### config.mk
export PLATFORM = sky130hd
export DESIGN_NAME = pit_channel
export DESIGN_NICKNAME = d
export VERILOG_FILES = /design/src/rtl/pit_pkg.sv /design/src/rtl/pit_ctrl.sv /design/src/rtl/pit_down.sv /design/src/rtl/pit_wave.sv /design/src/rtl/pit_channel.sv
export SDC_FILE = /design/constraint.sdc
export NUM_CORES = 1
export LEC_CHECK = 0
export CORE_ASPECT_RATIO = 0.5
export CORE_UTILIZATION = 25
export CTS_CLUSTER_SIZE = 10
export DETAILED_ROUTE_END_ITERATION = 8
export PLACE_DENSITY_LB_ADDON = 0.12
export SYNTH_ARGS = -nofsm -noshare
export SYNTH_HDL_FRONTEND = slang
export SYNTH_SLANG_ARGS = --single-unit
### constraint.sdc
create_clock -name clk -period 2.6 [get_ports clk]
set_clock_uncertainty 0.2 [all_clocks]
set_input_delay 0.78 -clock clk [delete_from_list [all_inputs] [get_ports clk]]
set_output_delay 0.78 -clock clk [all_outputs]
set_load 0.01 [all_outputs]
### src/rtl/pit_pkg.sv
package pit_pkg;

  // Behaviour selected by the control word
  typedef enum logic {
    PIT_MODE_ONESHOT = 1'b0,
    PIT_MODE_RATE    = 1'b1
  } pit_mode_e;

endpackage

### src/rtl/pit_ctrl.sv
module pit_ctrl
  import pit_pkg::*;
#(
  parameter int unsigned W = 16
) (
  input  logic         clk,
  input  logic         rst_ni,
  input  logic         ce,
  input  logic         gate,
  input  logic         ctl_we,
  input  logic         ctl_mode,
  input  logic         cnt_we,
  input  logic [W-1:0] cnt_din,
  input  logic         run,
  output pit_mode_e    mode_q,
  output logic [W-1:0] preset_q,
  output logic         fire,
  output logic         wr_stop,
  output logic         retrig
);

  logic      valid_q, valid_n;
  logic      pend_q, pend_n;
  logic      gate_q;
  logic      hold;
  pit_mode_e mode_n;
  logic [W-1:0] preset_n;

  always_comb begin
    retrig  = (mode_q == PIT_MODE_RATE) && gate && !gate_q && valid_q && !ctl_we;
    hold    = cnt_we && !ctl_we && ((mode_q == PIT_MODE_ONESHOT) || !run);
    wr_stop = cnt_we && !ctl_we && (mode_q == PIT_MODE_ONESHOT);
    fire    = ce && !ctl_we && !hold && (pend_q || retrig);

    mode_n   = ctl_we ? pit_mode_e'(ctl_mode) : mode_q;
    preset_n = (cnt_we && !ctl_we) ? cnt_din : preset_q;

    if (ctl_we)      valid_n = 1'b0;
    else if (cnt_we) valid_n = 1'b1;
    else             valid_n = valid_q;

    if (ctl_we)      pend_n = 1'b0;
    else if (hold)   pend_n = 1'b1;
    else if (fire)   pend_n = 1'b0;
    else if (retrig) pend_n = 1'b1;
    else             pend_n = pend_q;
  end

  always_ff @(posedge clk or negedge rst_ni) begin
    if (!rst_ni) begin
      mode_q   <= PIT_MODE_ONESHOT;
      preset_q <= '0;
      valid_q  <= 1'b0;
      pend_q   <= 1'b0;
      gate_q   <= 1'b0;
    end else begin
      mode_q   <= mode_n;
      preset_q <= preset_n;
      valid_q  <= valid_n;
      pend_q   <= pend_n;
      gate_q   <= gate;
    end
  end


  pend_done_chk: assert property (@(posedge clk) disable iff (!rst_ni)
    (pend_q && ce && !ctl_we && !hold) |=> !pend_q);


  ctl_clear_chk: assert property (@(posedge clk) disable iff (!rst_ni)
    ctl_we |=> (!pend_q && !valid_q));

endmodule

### src/rtl/pit_down.sv
module pit_down
  import pit_pkg::*;
#(
  parameter int unsigned W = 16
) (
  input  logic         clk,
  input  logic         rst_ni,
  input  logic         ce,
  input  logic         gate,
  input  logic         clr,
  input  logic         stop,
  input  logic         fire,
  input  pit_mode_e    mode,
  input  logic [W-1:0] preset,
  output logic [W-1:0] cnt_q,
  output logic         run_q,
  output logic [W-1:0] cnt_n,
  output logic         run_n,
  output logic         ev_tc
);

  localparam logic [W-1:0] ONE = {{(W-1){1'b0}}, 1'b1};

  logic step;
  logic cnt_en;

  always_comb begin
    step  = run_q && ce && !clr && !stop && !fire &&
            ((mode == PIT_MODE_ONESHOT) || gate);
    ev_tc = step && (mode == PIT_MODE_ONESHOT) && (cnt_q == ONE);

    cnt_n = cnt_q;
    run_n = run_q;
    if (clr || stop) begin
      run_n = 1'b0;
    end else if (fire) begin
      cnt_n = preset;
      run_n = 1'b1;
    end else if (step) begin
      if ((mode == PIT_MODE_RATE) && (cnt_q == ONE)) cnt_n = preset;
      else                                           cnt_n = cnt_q - ONE;
      if (ev_tc) run_n = 1'b0;
    end
    cnt_en = fire || step;
  end

  always_ff @(posedge clk or negedge rst_ni) begin
    if (!rst_ni) begin
      cnt_q <= '0;
      run_q <= 1'b0;
    end else begin
      if (cnt_en) cnt_q <= cnt_n;
      run_q <= run_n;
    end
  end


  freeze_chk: assert property (@(posedge clk) disable iff (!rst_ni)
    !ce |=> $stable(cnt_q));


  tc_halt_chk: assert property (@(posedge clk) disable iff (!rst_ni)
    ev_tc |=> (!run_q && (cnt_q == '0)));

endmodule

### src/rtl/pit_wave.sv
module pit_wave
  import pit_pkg::*;
#(
  parameter int unsigned W = 16
) (
  input  logic         clk,
  input  logic         rst_ni,
  input  logic         ce,
  input  logic         gate,
  input  logic         ctl_we,
  input  logic         ctl_mode,
  input  pit_mode_e    mode,
  input  logic         stop,
  input  logic         ev_tc,
  input  logic         run_n,
  input  logic [W-1:0] cnt_n,
  input  logic [W-1:0] preset,
  output logic         out_q
);

  localparam logic [W-1:0] ONE = {{(W-1){1'b0}}, 1'b1};

  logic out_n;

  always_comb begin
    if (ctl_we) begin
      out_n = ctl_mode;
    end else if (mode == PIT_MODE_ONESHOT) begin
      if (stop)       out_n = 1'b0;
      else if (ev_tc) out_n = 1'b1;
      else            out_n = out_q;
    end else begin
      if (!gate) out_n = 1'b1;
      else       out_n = !(run_n && (cnt_n == ONE));
    end
  end

  always_ff @(posedge clk or negedge rst_ni) begin
    if (!rst_ni) out_q <= 1'b0;
    else         out_q <= out_n;
  end


  rate_pulse_chk: assert property (@(posedge clk) disable iff (!rst_ni)
    (mode == PIT_MODE_RATE && !out_q && ce && !ctl_we && preset != ONE) |=> out_q);


  gate_force_chk: assert property (@(posedge clk) disable iff (!rst_ni)
    (mode == PIT_MODE_RATE && !gate && !ctl_we) |=> out_q);


  hold_high_chk: assert property (@(posedge clk) disable iff (!rst_ni)
    (mode == PIT_MODE_ONESHOT && out_q && !stop && !ctl_we) |=> out_q);

endmodule

### src/rtl/pit_channel.sv
module pit_channel
  import pit_pkg::*;
#(
  parameter int unsigned CNT_W = 16
) (
  input  logic             clk,
  input  logic             rst_n,
  input  logic             ce,
  input  logic             gate,
  input  logic             ctl_we,
  input  logic             ctl_mode,
  input  logic             cnt_we,
  input  logic [CNT_W-1:0] cnt_din,
  output logic             tmr_out
);

  logic [1:0]       rst_sync_q;
  logic             rst_ni;
  pit_mode_e        mode_q;
  logic [CNT_W-1:0] preset_q;
  logic             fire, wr_stop, retrig;
  logic [CNT_W-1:0] cnt_q, cnt_n;
  logic             run_q, run_n, ev_tc;

  // asynchronous assert, synchronous release
  always_ff @(posedge clk or negedge rst_n) begin
    if (!rst_n) rst_sync_q <= 2'b00;
    else        rst_sync_q <= {rst_sync_q[0], 1'b1};
  end
  assign rst_ni = rst_sync_q[1];

  pit_ctrl #(.W(CNT_W)) u_ctrl (
    .clk      (clk),
    .rst_ni   (rst_ni),
    .ce       (ce),
    .gate     (gate),
    .ctl_we   (ctl_we),
    .ctl_mode (ctl_mode),
    .cnt_we   (cnt_we),
    .cnt_din  (cnt_din),
    .run      (run_q),
    .mode_q   (mode_q),
    .preset_q (preset_q),
    .fire     (fire),
    .wr_stop  (wr_stop),
    .retrig   (retrig)
  );

  pit_down #(.W(CNT_W)) u_down (
    .clk    (clk),
    .rst_ni (rst_ni),
    .ce     (ce),
    .gate   (gate),
    .clr    (ctl_we),
    .stop   (wr_stop),
    .fire   (fire),
    .mode   (mode_q),
    .preset (preset_q),
    .cnt_q  (cnt_q),
    .run_q  (run_q),
    .cnt_n  (cnt_n),
    .run_n  (run_n),
    .ev_tc  (ev_tc)
  );

  pit_wave #(.W(CNT_W)) u_wave (
    .clk      (clk),
    .rst_ni   (rst_ni),
    .ce       (ce),
    .gate     (gate),
    .ctl_we   (ctl_we),
    .ctl_mode (ctl_mode),
    .mode     (mode_q),
    .stop     (wr_stop),
    .ev_tc    (ev_tc),
    .run_n    (run_n),
    .cnt_n    (cnt_n),
    .preset   (preset_q),
    .out_q    (tmr_out)
  );


  ctl_out_chk: assert property (@(posedge clk) disable iff (!rst_ni)
    ctl_we |=> (tmr_out == $past(ctl_mode)));


  retrig_load_chk: assert property (@(posedge clk) disable iff (!rst_ni)
    (retrig && fire) |=> (cnt_q == $past(preset_q) && run_q));


  idle_low_chk: assert property (@(posedge clk) disable iff (!rst_ni)
    (mode_q == PIT_MODE_ONESHOT && !run_q && !ev_tc && !tmr_out && !ctl_we) |=> !tmr_out);

endmodule

==> summary.txt <==
Outcome
  • Outcome: complete, but fails checks
  • Failing checks: setup timing

Synth
  • Ys Warns: 0
  • Syn_area_per_cell: 9.58 um^2
  • Post-Synthesis Cells: 241
  • Syn Nets: between 200 and 300
  • Synth Area in Adders: 0.0108
  • Mux contribution to synthesized area: 0.0732
  • Post-synthesis cell area: around 2300 um^2
  • Synthesized flop and latch total: 40
  • Post-synthesis simple-gate area fraction: 0.218
  • Complex-gate fraction of the synthesized area: 0.215
  • Leading area contributor after synthesis: dfrtp_1
  • Share of the synthesized area in the top cell type: 0.434
  • Post-synth EDFFs: 0
  • Yosys cell types: 52
  • Sequential area share after synthesis: 0.434
  • Asr flop ratio synth: 1.00
  • Post-Synth XOR/XNOR Area: 0.00379
  • Top cells by area, synth: dfrtp_1, mux2_2, o21ai_0
  • Largest family of logic cells by synthesized area: simple AND/OR/NAND/NOR gates
  • Most used DFF post-synth: dfrtp_1

Place
  • RePlAce Congestion: approximately 0.84
  • Placed wire-length estimate: between 5000 and 6000 um
  • Area after DPL: ~3300 um^2
  • Port Buf Inserts: 23
  • Dpl cells: approximately 450

Die
  • Ports: 24
  • Starting Density: 0.261
  • Die width: 138 um
  • Core Box Area: between 8000 and 9000 um^2
  • Die H: 70.0 um
  • Number of cell rows: 24
  • Die Footprint: 9650 um^2

Timing
  • Tmin final: 2.81 ns
  • Final period utilization: 1.08
  • Setup TNS: -0.213 ns
  • Final hold violations: 0
  • Max transition margin: 0.641
  • Tightest Pin Transition: 0.534 ns
  • RSZ-0062 raised after global routing: yes
  • Fmax: between 0.3 and 0.4 GHz
  • Final hold slack: roughly 0.11 ns
  • Final WS setup: -0.213 ns
  • Final Max Tran Viols: 0
  • Setup Viol. Count Final: 1

Clocking
  • Root buffer cell: clkbuf_16
  • Max Root-Sink Buffers: 2
  • Clock transition at path regs: ~0.06 ns
  • CTS sink count: 40
  • Max H-tree Level: 2
  • CTS tree: built
  • Worst skew pair latency: between 0.2 and 0.3 ns
  • CTS Buf Count: 5

Setup path
  • Reg2Reg Setup Slack: -0.12 ns
  • Crit path max fanout: 4
  • CP endpoint kind: flip-flop
  • Critical path required time: 2.56 ns
  • Crit path DAT: between 2 and 3 ns
  • Startpoint class of the critical path: input pin
  • Type of the worst setup path: input pin to flip-flop

Detailed routing
  • Initial drt markers: roughly 130
  • Routed Wire Length: 7620 um
  • Vias: between 2k and 2.5k
  • WL per Instance: ~17 um
  • Post-route ant nets: 0
  • Via/cell ratio: 4.90
  • DR pass1 iterations: 4
  • DRC: 0

Job
  • Max-cap violations: 0

Power
  • Net Sw Frac: 0.303
  • Pwr per Cell Area: around 670 nW/um^2
  • Clk network pwr share: 0.311
  • Comb pwr share: 0.338
  • Part of the power in registers: 0.351
  • Psw: approximately 720 uW
  • P_leak: between 1 and 1.5 nW
  • Internal: between 1.5 and 2 mW
  • Peak supply drop: between 0.2 and 0.3 mV

Final layout
  • Layout area overhead: 53.6%
  • Fraction of layout cells with a size suffix above 1: 0.399
  • FF/Latch Area: roughly 1000 um^2
  • Area taken by multi-input logic gates: 1330 um^2
  • Final Non-Filler Cells: between 400 and 500
  • Final instance area: roughly 3500 um^2
  • Final net count: 365
  • Ant diodes: 0
  • # fillers: slightly below 900

GRT
  • Total track usage: 0.176
  • Number of global-route vias before repair: about 2.3k
  • Initial antenna violation count: 0
  • Largest net degree at the start of global routing: 39
  • First-pass GRT wire length: ~12,000 um
  • Total grt overflow: 0

Min path
  • Hold Crit Class: flip-flop to asynchronous set/reset pin
==> power by group through the flow <==
| stage | clock network [mW] | logic (mW) | registers, mW |
|---|---|---|---|
| finish | 0.743 | 0.807 | 0.838 |
| floorplan | 0 | 0.336 | 0.838 |
| detailed placement | 0 | 0.757 | 0.842 |
| CTS | 0.773 | 0.799 | 0.837 |
| global route | 0.801 | 0.877 | 0.853 |
| global placement | 0 | 0.752 | 0.841 |
==> cell usage in the layout, fill, tap and decap left out, types with 7 or more instances in the layout <==
master,n
clkdlybuf4s50_1,19
dfrtp_1,40
inv_1,7
buf_4,80
nor2_1,23
nand2_1,11
a21oi_1,11
mux2_2,15
o21ai_0,19
==> synth_stat cells, types with 3 or more instances <==
cell type	n
a21oi_1	11
a221oi_1	3
nor2_1	24
or4_1	3
nor4_1	4
o2111ai_1	3
or3_1	5
nand3_1	7
dfrtp_1	40
or2_2	3
clkbuf_1	8
nand4_1	4
o21ai_0	21
buf_6	3
nand2_1	11
and3_1	3
inv_1	7
nand2b_1	5
o22ai_1	5
nor2b_1	5
o21bai_1	3
mux2_2	15
a2111oi_0	3
nor3_1	6
==> final timing paths <==
check	from	to	depth (start not counted)
worst max-delay path	ctl_we	u_wave.out_q$_DFFE_PN0P_	9
worst min-delay path	rst_sync_q[1]$_DFF_PN0_	u_ctrl.preset_q[5]$_DFFE_PN0P_	1
worst max register to register	u_down.cnt_q[3]$_DFFE_PN0P_	u_wave.out_q$_DFFE_PN0P_	7
worst min register to register	rst_sync_q[1]$_DFF_PN0_	u_ctrl.preset_q[5]$_DFFE_PN0P_	1
max in group asynchronous	rst_n	rst_sync_q[0]$_DFF_PN0_	1
min in group clk	rst_sync_q[0]$_DFF_PN0_	rst_sync_q[1]$_DFF_PN0_	0
==> per-stage QoR <==
stage | utilization | power (mW) | worst slack (ns)
6_report | 0.402 | 2.39 | -0.213
5_1_grt | 0.402 | 2.53 | -0.284
4_1_cts | 0.398 | 2.41 | -0.210
3_5_place_dp | 0.368 | 1.60 | -1.15
3_3_place_gp | 0.368 | 1.59 | -1.07
2_1_floorplan | - | 1.17 | -0.255
==> registers in the layout, indices dropped and copies added, names as in the netlist <==
signal,cells
u_ctrl.preset_q,16
u_down.cnt_q,16
rst_sync_q,2
u_ctrl.gate_q,1
u_ctrl.mode_q,1
u_ctrl.pend_q,1
u_ctrl.valid_q,1
u_down.run_q,1
u_wave.out_q,1
==> worst max-delay path: stages <==
cell,delay (ns)
buf_6,0.09
buf_4,0.13
nand2b_1,0.16
or2_2,0.36
o211a_1,0.27
a2111oi_4,0.31
nand4_1,0.22
nor4_4,0.35
a31oi_1,0.11
==> area by class of cell <==
cell class / instances / share of cell area
clock buffers: 6 / 0.0392
clock inverters: 2 / 0.0109
inverters: 7 / 0.00741
multi-input cells: 181 / 0.375
flip-flops and latches: 40 / 0.282
well taps: 117 / 0.0413
repair buffers: 105 / 0.243
==> routing by layer <==
metal,GRT usage,wire length (um)
met1,0.259,3960
met2,0.246,3110
met3,0.0450,431
met4,0.0616,109
met5,0,0
==> kinds of logic (layout without fill, tap and decap cells) <==
family / after synthesis / in the layout
AO/OA/AOI/OAI: 72 / 72
XOR/XNOR: 1 / 1
adder cells (fa/ha/maj): 2 / 2
buffers and inverters: 20 / 120
flip-flops: 40 / 40
multiplexers: 15 / 15
other: 1 / 1
AND/OR/NAND/NOR: 90 / 90
==> what timing repair did <==
action | in CTS | in global routing
resized for setup | 33 | 9
pin swaps | 8 | 0
hold buffers | 0 | 0
gates cloned | 0 | 0
endpoints found under the setup margin | 18 | 5
buffers inserted | 1 | 0
Power figures use the tool's default switching activity.
